**config.mk**
```make
export PLATFORM = sky130hd
export DESIGN_NAME = prio_irq_ctrl
export DESIGN_NICKNAME = d
export VERILOG_FILES = /design/src/rtl/prio_irq_pkg.sv /design/src/rtl/prio_irq_flag.sv /design/src/rtl/prio_irq_pick.sv /design/src/rtl/prio_irq_gate.sv /design/src/rtl/prio_irq_vecaddr.sv /design/src/rtl/prio_irq_ctrl.sv
export SDC_FILE = /design/constraint.sdc
export NUM_CORES = 1
export LEC_CHECK = 0
export BUFFER_PORTS_ARGS = -buffer_cell sky130_fd_sc_hd__buf_4
export CAP_MARGIN = 20
export CORE_ASPECT_RATIO = 0.8
export CORE_MARGIN = 3
export CORE_UTILIZATION = 25
export DETAILED_ROUTE_END_ITERATION = 6
export GPL_TIMING_DRIVEN = 0
export SYNTH_ARGS = -nofsm -noshare
export SYNTH_HDL_FRONTEND = slang
export SYNTH_SLANG_ARGS = --single-unit
```
**constraint.sdc**
```tcl
create_clock -name clk -period 2.7 [get_ports clk]
set_clock_uncertainty 0.05 [all_clocks]
set_input_delay 0.135 -clock clk [delete_from_list [all_inputs] [get_ports clk]]
set_output_delay 0.135 -clock clk [all_outputs]
set_load 0.005 [all_outputs]
```
**src/rtl/prio_irq_pkg.sv**
```systemverilog
package prio_irq_pkg;

   // kind of request line behind each source position
   typedef enum logic {
      SRC_FLAGGED = 1'b0,
      SRC_LEVEL   = 1'b1
   } src_kind_t;

   // width needed to hold vector indices 0..n_src (0 is the reset slot)
   function automatic int idx_width(input int n_src);
      return (n_src < 1) ? 1 : $clog2(n_src + 1);
   endfunction

   function automatic bit is_pow2(input int v);
      return (v > 0) && ((v & (v - 1)) == 0);
   endfunction

endpackage

```
**src/rtl/prio_irq_flag.sv**
```systemverilog
// One latched pending flag for a flagged source.
module prio_irq_flag (
   input  logic clk,
   input  logic rst_n,
   input  logic evt,
   input  logic hw_clr,
   input  logic sw_clr,
   output logic flag
);

   logic flag_q;

   // a new event wins over either kind of clear in the same cycle
   always_ff @(posedge clk) begin
      if (!rst_n) flag_q <= 1'b0;
      else        flag_q <= evt | (flag_q & ~hw_clr & ~sw_clr);
   end

   assign flag = flag_q;

   // a flag is held until something clears it
   assert_flag_held_R7: assert property (@(posedge clk) disable iff (!rst_n)
      (flag && !hw_clr && !sw_clr) |=> flag);

   // hardware acknowledge without a fresh event empties the flag
   assert_hw_clear_R5: assert property (@(posedge clk) disable iff (!rst_n)
      (hw_clr && !evt) |=> !flag);

   // software clear without a fresh event empties the flag
   assert_sw_clear_R6: assert property (@(posedge clk) disable iff (!rst_n)
      (sw_clr && !evt) |=> !flag);

endmodule

```
**src/rtl/prio_irq_pick.sv**
```systemverilog
// Fixed-priority selection: lowest bit position wins.
module prio_irq_pick #(
   parameter int NUM_SRC = 8,
   parameter int IDX_W   = prio_irq_pkg::idx_width(NUM_SRC)
) (
   input  logic               clk,
   input  logic               rst_n,
   input  logic [NUM_SRC-1:0] pend,
   output logic [NUM_SRC-1:0] grant,
   output logic               any,
   output logic [IDX_W-1:0]   idx
);

   always_comb begin
      grant = '0;
      idx   = '0;
      for (int i = NUM_SRC - 1; i >= 0; i--) begin
         if (pend[i]) begin
            grant = '0;
            grant[i] = 1'b1;
            idx = IDX_W'(i + 1);
         end
      end
   end

   assign any = |pend;

   // at most one winner, and a winner exists whenever something pends
   assert_grant_onehot_R2: assert property (@(posedge clk) disable iff (!rst_n)
      $onehot0(grant) && (any == (grant != '0)));

   // reset slot is reported only when nothing is pending
   assert_idx_zero_R2: assert property (@(posedge clk) disable iff (!rst_n)
      (idx == '0) == !any);

endmodule

```
**src/rtl/prio_irq_gate.sv**
```systemverilog
// Global enable, post-return hold and request gating.
module prio_irq_gate (
   input  logic clk,
   input  logic rst_n,
   input  logic any_pend,
   input  logic ack,
   input  logic gie_set,
   input  logic gie_clr,
   input  logic reti,
   input  logic instr_done,
   output logic gie,
   output logic irq_req,
   output logic take
);

   logic gie_q;
   logic hold_q;

   // software clear is honoured in its own cycle
   assign irq_req = gie_q & ~gie_clr & ~hold_q & any_pend;
   assign take    = irq_req & ack;
   assign gie     = gie_q;

   always_ff @(posedge clk) begin
      if (!rst_n) begin
         gie_q  <= 1'b0;
         hold_q <= 1'b0;
      end else begin
         if (gie_clr || take)      gie_q <= 1'b0;
         else if (reti || gie_set) gie_q <= 1'b1;

         if (reti)            hold_q <= 1'b1;
         else if (instr_done) hold_q <= 1'b0;
      end
   end

   // entry drops the global enable
   assert_entry_clears_gie_R3: assert property (@(posedge clk) disable iff (!rst_n)
      take |=> !gie);

   // return re-arms the global enable unless software clears it
   assert_reti_sets_gie_R4: assert property (@(posedge clk) disable iff (!rst_n)
      (reti && !gie_clr && !take) |=> gie);

   // no request in the cycle after a return
   assert_reti_holds_R9: assert property (@(posedge clk) disable iff (!rst_n)
      reti |=> !irq_req);

   // hold persists until an instruction completes
   assert_hold_until_done_R9: assert property (@(posedge clk) disable iff (!rst_n)
      (!irq_req && !instr_done && $past(reti)) |=> !irq_req);

   // software clear suppresses the request immediately
   assert_clr_now_R10: assert property (@(posedge clk) disable iff (!rst_n)
      gie_clr |-> !irq_req);

endmodule

```
**src/rtl/prio_irq_vecaddr.sv**
```systemverilog
// Vector address: base + VEC_WORDS * index.
module prio_irq_vecaddr #(
   parameter int          IDX_W     = 4,
   parameter int          ADDR_W    = 16,
   parameter int          VEC_WORDS = 2,
   parameter logic [ADDR_W-1:0] BOOT_BASE = 16'h3800
) (
   input  logic [IDX_W-1:0]  idx,
   input  logic              reloc,
   output logic [ADDR_W-1:0] addr
);

   localparam logic [ADDR_W-1:0] LOW_BASE = '0;
   logic [ADDR_W-1:0] base;
   logic [ADDR_W-1:0] offset;

   assign base = reloc ? BOOT_BASE : LOW_BASE;

   generate
      if (prio_irq_pkg::is_pow2(VEC_WORDS)) begin : g_shift
         localparam int SHIFT = $clog2(VEC_WORDS);
         assign offset = ADDR_W'(idx) << SHIFT;
      end else begin : g_mult
         localparam logic [ADDR_W-1:0] STRIDE = ADDR_W'(VEC_WORDS);
         assign offset = ADDR_W'(idx) * STRIDE;
      end
   endgenerate

   assign addr = base + offset;

endmodule

```
**src/rtl/prio_irq_ctrl.sv**
```systemverilog
module prio_irq_ctrl #(
   parameter int                NUM_SRC    = 8,
   parameter logic [NUM_SRC-1:0] LEVEL_MASK = 8'hC0,
   parameter int                ADDR_W     = 16,
   parameter int                VEC_WORDS  = 2,
   parameter logic [ADDR_W-1:0] BOOT_BASE  = 16'h3800,
   parameter int                IDX_W      = prio_irq_pkg::idx_width(NUM_SRC)
) (
   input  logic               clk,
   input  logic               rst_n,
   input  logic [NUM_SRC-1:0] src_in,
   input  logic [NUM_SRC-1:0] src_en,
   input  logic               sw_clr_wr,
   input  logic [NUM_SRC-1:0] sw_clr_data,
   input  logic               gie_set,
   input  logic               gie_clr,
   input  logic               reti,
   input  logic               instr_done,
   input  logic               ack,
   input  logic               vec_reloc,
   output logic               irq_req,
   output logic [IDX_W-1:0]   irq_idx,
   output logic [ADDR_W-1:0]  irq_addr,
   output logic               gie,
   output logic [NUM_SRC-1:0] flags
);
   import prio_irq_pkg::*;

   localparam longint TABLE_END = longint'(BOOT_BASE) + longint'(NUM_SRC + 1) * VEC_WORDS;

   // elaboration-time parameter checks
   generate
      if (NUM_SRC < 1 || NUM_SRC > 64) begin : g_bad_num
         $error("NUM_SRC must be in 1..64");
      end
      if (VEC_WORDS < 1) begin : g_bad_words
         $error("VEC_WORDS must be at least 1");
      end
      if (IDX_W < idx_width(NUM_SRC)) begin : g_bad_idx
         $error("IDX_W too narrow for NUM_SRC");
      end
      if (TABLE_END > (longint'(1) << ADDR_W)) begin : g_bad_addr
         $error("vector table does not fit ADDR_W");
      end
   endgenerate

   logic [NUM_SRC-1:0] raw_pend;
   logic [NUM_SRC-1:0] pend;
   logic [NUM_SRC-1:0] grant;
   logic               any_pend;
   logic               take;

   // per-source variant chosen by LEVEL_MASK
   generate
      for (genvar i = 0; i < NUM_SRC; i++) begin : g_src
         if (LEVEL_MASK[i] == SRC_LEVEL) begin : g_level
            logic unused_lvl;
            assign unused_lvl  = sw_clr_data[i];
            assign raw_pend[i] = src_in[i];
            assign flags[i]    = 1'b0;
         end else begin : g_flag
            prio_irq_flag u_flag (
               .clk    (clk),
               .rst_n  (rst_n),
               .evt    (src_in[i]),
               .hw_clr (take & grant[i]),
               .sw_clr (sw_clr_wr & sw_clr_data[i]),
               .flag   (flags[i])
            );
            assign raw_pend[i] = flags[i];
         end
      end
   endgenerate

   assign pend = raw_pend & src_en;

   prio_irq_pick #(
      .NUM_SRC (NUM_SRC),
      .IDX_W   (IDX_W)
   ) u_pick (
      .clk   (clk),
      .rst_n (rst_n),
      .pend  (pend),
      .grant (grant),
      .any   (any_pend),
      .idx   (irq_idx)
   );

   prio_irq_gate u_gate (
      .clk        (clk),
      .rst_n      (rst_n),
      .any_pend   (any_pend),
      .ack        (ack),
      .gie_set    (gie_set),
      .gie_clr    (gie_clr),
      .reti       (reti),
      .instr_done (instr_done),
      .gie        (gie),
      .irq_req    (irq_req),
      .take       (take)
   );

   prio_irq_vecaddr #(
      .IDX_W     (IDX_W),
      .ADDR_W    (ADDR_W),
      .VEC_WORDS (VEC_WORDS),
      .BOOT_BASE (BOOT_BASE)
   ) u_vec (
      .idx   (irq_idx),
      .reloc (vec_reloc),
      .addr  (irq_addr)
   );

   // a request always names an enabled source
   assert_req_enabled_R1: assert property (@(posedge clk) disable iff (!rst_n)
      irq_req |-> (irq_idx != '0) && src_en[int'(irq_idx) - 1]);

   // level sources never leave a latched flag
   assert_level_no_flag_R8: assert property (@(posedge clk) disable iff (!rst_n)
      (flags & LEVEL_MASK) == '0);

   // first cycle after reset is quiet
   assert_reset_quiet_R12: assert property (@(posedge clk)
      $rose(rst_n) |-> (!gie && flags == '0 && !irq_req));

endmodule

```
==> results_dict.tcl, run 1 <==
set metrics [dict create \
    design_area_um2 1130 \
    worstRegToRegCells 3 \
    path_clk_slew_ns 0.06 \
    fmax_mhz 514 \
    via_per_inst 4.17 \
    port-buffer-count 48 \
    intPower_w 0.000276 \
    cp_data_arrival_time_ns 1.76 \
    rrSetupSlack_ns 1.22 \
    grt.overflow.total 0 \
    first_pass_iters 6 \
    hpwlAfterDp_um 1650 \
    cts_hold_buf 0 \
    antenna_cells 0 \
    cts_tree "built" \
    leakagePower_nw 0.603 \
    antenna_found_initial 0 \
    fin_tns_setup_ns 0 \
    critPathKind "flop to primary output" \
    synth_area_per_cell_um2 7.74 \
    hold_viol 0 \
    end_kind "primary output" \
    p_per_area_nw_per_um2 337 \
    place_inst 180 \
    clkPwrFrac_pct 24.8 \
    rsz0062_at_grt "no" \
    p_sw_w 0.000105 \
    cp.required_ns 2.52 \
    tightest_slew_ns 0.584 \
    outcome "finished, final reports clean" \
    crit_slowest_cell "a222oi_1" \
    die_h_um 52.2 \
    cp_max_fo 5 \
    postPlaceCellArea_um2 1110 \
    die_area_um2 3320 \
    whs_ns 0.0334 \
    start_util_pct 26.8 \
    netlist_instances 86 \
    cts_buffer_depth 2 \
    max_stage_delay_ns 0.52 \
    cts_resized 0 \
    area_growth_pct 69.9 \
    synth_cell_types 26 \
    rows 16 \
    postRouteAntennaNets 0 \
    clock_latency_ns 0.26 \
    final_cells 183 \
    grt_first_pass_wirelength_um 3070 \
    gp_congestion 0.719 \
    coreArea_um2 2480 \
    pwr-share-comb_pct 39.8 \
    cts_root_buffer "clkbuf_4" \
    cts_made_buffers 3 \
    ys_seq_area_share_pct 24.1 \
    ys_warn_count 0 \
    io_pins 63 \
    slew_headroom_pct 60.6 \
    p_seq_share_pct 35.4 \
    min_path_type "primary input to flop" \
    syn_area_um2 666 \
    htreeDepth 1 \
    track_usage_pct 11.8 \
    cts.sinks 8 \
    final_max_slew_viol_count 0 \
    peakVddDrop_v 0.000155 \
    drv_cap 0 \
    nNetsFinal 182 \
    fill_cells 287 \
    drc 0 \
    grt_max_degree 9 \
    cts_setup_buffers 0 \
    routedWlPerCell_um 10.5 \
    r2r-end "g_src[0].g_flag.u_flag.flag$_SDFF_PN0_" \
    fin_crit_sh_pct 72.0 \
    synth-seq-cells 8 \
    worstHoldStart "src_en[1]" \
    drt_iter0_markers 21 \
    setup_viol 0 \
    num_vias 763 \
    finalCriticalPeriod_ns 1.95 \
    drive_above_1_share_pct 52.4 \
    worst_setup_path_start_kind "flop" \
    crit_path_end "irq_req" \
    wirelength_um 1920 \
    r2r_start "g_src[0].g_flag.u_flag.flag$_SDFF_PN0_" \
    grt_pass1_vias 693 \
    die_w_um 63.7 \
    cp-startpoint "g_src[0].g_flag.u_flag.flag$_SDFF_PN0_" \
    path_cells "a222oi_1 -> nand4_1 -> and3_2 -> buf_4" \
    sw_frac_of_total_pct 27.6 \
]
[worst min-delay path by stage]
stage / endpoint / depth (start not counted)
2_1_floorplan: g_src[1].g_flag.u_flag.flag$_SDFF_PN0_ / 1
3_3_place_gp: g_src[3].g_flag.u_flag.flag$_SDFF_PN0_ / 2
3_5_place_dp: g_src[1].g_flag.u_flag.flag$_SDFF_PN0_ / 2
4_1_cts: g_src[3].g_flag.u_flag.flag$_SDFF_PN0_ / 2
5_1_grt: g_src[1].g_flag.u_flag.flag$_SDFF_PN0_ / 2
6_report: g_src[1].g_flag.u_flag.flag$_SDFF_PN0_ / 2
[worst max-delay path: cells and delay by family (launching register included)]
kind	cells	cell delay (ns)
AND/OR/NAND/NOR	2	0.52
flip-flops	1	0.34
AO/OA/AOI/OAI	1	0.52
buffers and inverters	1	0.13
[state kept, by name, summed over array words and instances, names as in the netlist]
signal / cells
g_src.g_flag.u_flag.flag: 6
u_gate.gie: 1
u_gate.hold_q: 1
[synth_stat cells]
| cell | count | share of area [%] |
|---|---|---|
| and2_2 | 1 | 1.1 |
| nor2_1 | 3 | 1.7 |
| and3_2 | 1 | 1.1 |
| and2_1 | 1 | 0.94 |
| a32oi_1 | 2 | 2.6 |
| o311ai_0 | 1 | 1.3 |
| inv_1 | 5 | 2.8 |
| o21a_1 | 1 | 1.1 |
| nor2b_1 | 1 | 0.94 |
| conb_1 | 1 | 0.56 |
| a41oi_1 | 2 | 2.6 |
| nand2b_1 | 1 | 0.94 |
| and4b_1 | 1 | 1.5 |
| a21oi_1 | 2 | 1.5 |
| a21boi_0 | 7 | 7.9 |
| nand3_1 | 2 | 1.5 |
| a31oi_1 | 3 | 2.8 |
| nand4_1 | 1 | 0.94 |
| o211ai_1 | 1 | 1.1 |
| nor4bb_1 | 1 | 1.5 |
| a222oi_1 | 1 | 1.5 |
| dfxtp_1 | 8 | 24 |
| o21ai_0 | 6 | 4.5 |
| buf_4 | 24 | 27 |
| a22oi_1 | 2 | 2.3 |
| nand2_1 | 7 | 3.9 |
[layer usage]
metal / wire (µm) / GRT usage, % / share of wire, %
met5: 0 / 0 / 0
met4: 4 / 2.15 / 0.21
met3: 237 / 5.83 / 12
met2: 830 / 18.7 / 43
met1: 848 / 14.6 / 44
[final cells by class]
type	count	area, µm²	area share (%)
timing repair buffer	48	360	31.9
sequential	8	160	14.2
buffer	24	180	15.9
clock buffer	3	22.5	1.99
inverter	5	18.8	1.66
multi-input combinational	59	344	30.4
tap	36	45.0	3.98
[cells by family after synthesis]
family / synth area share (%)
buffers and inverters: 29.9
AOI/OAI and AO/OA: 29.3
and+or+nand+nor: 16.2
DFF: 24.1
other: 0.563
[per-stage QoR]
step / setup WS (ns) / utilization (%) / power (W)
global placement: 1.06 / 44.7 / 0.000287
CTS: 0.747 / 45.6 / 0.000386
finish: 0.755 / 45.6 / 0.000381
detailed placement: 1.04 / 44.7 / 0.000290
floorplan: 1.29 / - / 0.000208
global route: 0.624 / 45.6 / 0.000406
[power groups by stage]
stage	registers [W]	logic [W]	clock network (W)
after floorplan	0.000135	0.0000723	0
after global placement	0.000137	0.000150	0
after detailed placement	0.000137	0.000153	0
after CTS	0.000135	0.000153	0.0000976
after global routing	0.000136	0.000168	0.000102
final	0.000135	0.000152	0.0000947
[cells in the final DEF (no fill, tap or decap), types with 2 or more instances in the layout]
master    instances
a21oi_1           2
dfxtp_1           8
a21boi_0          7
a31oi_1           3
inv_1             5
a22oi_1           2
o21ai_0           6
a41oi_1           2
conb_1           11
nand2_1           7
nor2_1            3
clkbuf_4          3
nand3_1           2
a32oi_1           2
buf_4            72
(Power assumes the default switching activity.)
==> inputs of run 2 (changes only) <==
- clock period: 2.7 -> 1.7 ns (I/O delays scaled with it)
==> results_dict.tcl, run 2 (same netlist as run 1, synthesis figures left out) <==
set metrics [dict create \
    cts_tree "built" \
    p_sw_w 0.000179 \
    io_pins 63 \
    die_w_um 63.7 \
    postRouteAntennaNets 0 \
    sw_frac_of_total_pct 27.9 \
    antenna_cells 0 \
    drive_above_1_share_pct 56.8 \
    via_per_inst 4.19 \
    hold_viol 0 \
    rsz0062_at_grt "yes" \
    leakagePower_nw 0.641 \
    peakVddDrop_v 0.000257 \
    worst_setup_path_start_kind "flop" \
    start_util_pct 26.8 \
    cp_max_fo 4 \
    first_pass_iters 4 \
    layout_commonest_cell "buf_4" \
    final_cell_mix "buf_4 (75), conb_1 (11), nand2_1 (7)" \
    drc 0 \
    area_growth_pct 85.5 \
    htreeDepth 1 \
    wirelength_um 2140 \
    critPathKind "flop to primary output" \
    antenna_found_initial 0 \
    tightest_slew_ns 0.559 \
    cts.sinks 8 \
    gp_congestion 0.719 \
    drt_iter0_markers 23 \
    fin_tns_setup_ns 0 \
    p_seq_share_pct 33.7 \
    hpwlAfterDp_um 1650 \
    clkPwrFrac_pct 23.4 \
    postPlaceCellArea_um2 1110 \
    die_h_um 52.2 \
    min_path_type "primary input to flop" \
    design_area_um2 1230 \
    largest_reg_flops 6 \
    setup_viol 0 \
    fin_crit_sh_pct 99.3 \
    intPower_w 0.000461 \
    cp.required_ns 1.56 \
    p_per_area_nw_per_um2 518 \
    rows 16 \
    final_util_pct 49.7 \
    grt.overflow.total 0 \
    outcome "finished, final reports clean" \
    slew_headroom_pct 62.2 \
    num_vias 800 \
    grt_max_degree 9 \
    fmax_mhz 593 \
    cts_buffer_depth 2 \
    whs_ns 0.00670 \
    pwr-share-comb_pct 42.9 \
    grt_first_pass_wirelength_um 3240 \
    drv_cap 0 \
    coreArea_um2 2480 \
    end_kind "primary output" \
    nNetsFinal 190 \
    routedWlPerCell_um 11.2 \
    grt_pass1_vias 735 \
    cts_root_buffer "clkbuf_4" \
    clock_latency_ns 0.26 \
    cp_data_arrival_time_ns 1.55 \
    port-buffer-count 48 \
    final_max_slew_viol_count 0 \
    die_area_um2 3320 \
    track_usage_pct 12.5 \
    cts_made_buffers 3 \
    path_clk_slew_ns 0.05 \
    finalCriticalPeriod_ns 1.69 \
    fill_cells 273 \
    power_w 0.000640 \
]
run 2: cell type report:
| class | count | area (µm²) | area share (%) |
|---|---|---|---|
| buffer | 24 | 180 | 14.6 |
| clock buffer | 3 | 22.5 | 1.82 |
| inverter | 5 | 18.8 | 1.52 |
| multi-input combinational | 59 | 372 | 30.1 |
| sequential | 8 | 163 | 13.2 |
| tap | 36 | 45.0 | 3.65 |
| timing repair buffer | 56 | 434 | 35.2 |
run 2: power by group through the flow:
| stage | combinational (W) | sequential, W | clock [W] |
|---|---|---|---|
| floorplan | 0.000115 | 0.000215 | 0 |
| detailed placement | 0.000243 | 0.000218 | 0 |
| global route | 0.000301 | 0.000217 | 0.000162 |
| finish | 0.000274 | 0.000216 | 0.000150 |
| global placement | 0.000239 | 0.000218 | 0 |
| CTS | 0.000260 | 0.000215 | 0.000155 |
run 2: routing by layer:
layer	vias to the layer above	global-route usage, %	wire length [µm]
li1	415	-	-
met1	342	15.0	926
met2	39	20.5	966
met3	4	6.05	228
met4	0	2.15	14
met5	-	0	0
run 2: repair_timing:
action,in CTS,in global routing
hold buffers,4,0
cloned,0,0
endpoints found under the hold margin,4,0
setup buffers,2,2
pin swaps,1,4
gates resized for setup,2,8
endpoints found under the setup margin,5,4
run 2: critical path, stage by stage (launching register included):
cell and delay [ns]:
dfxtp_2 0.32, a222oi_1 0.32, buf_4 0.18, nand4_1 0.13
and3_4 0.23, buf_6 0.11
run 2: stage by stage:
stage                     cells  setup WS, ns
after floorplan              96         0.337
after global placement      180         0.111
after detailed placement    180        0.0890
after CTS                   189        0.0152
after global routing        191       -0.0519
final                       191        0.0126
run 2: final timing paths:
path                                           from                                      to  slack (ns)  cells past startpoint
max reg2reg  g_src[0].g_flag.u_flag.flag$_SDFF_PN0_  g_src[0].g_flag.u_flag.flag$_SDFF_PN0_        0.25                      5
max          g_src[0].g_flag.u_flag.flag$_SDFF_PN0_                                 irq_req        0.01                      5
min                                       src_en[0]  g_src[0].g_flag.u_flag.flag$_SDFF_PN0_       0.007                      2
min reg2reg  g_src[3].g_flag.u_flag.flag$_SDFF_PN0_  g_src[4].g_flag.u_flag.flag$_SDFF_PN0_        0.53                      2
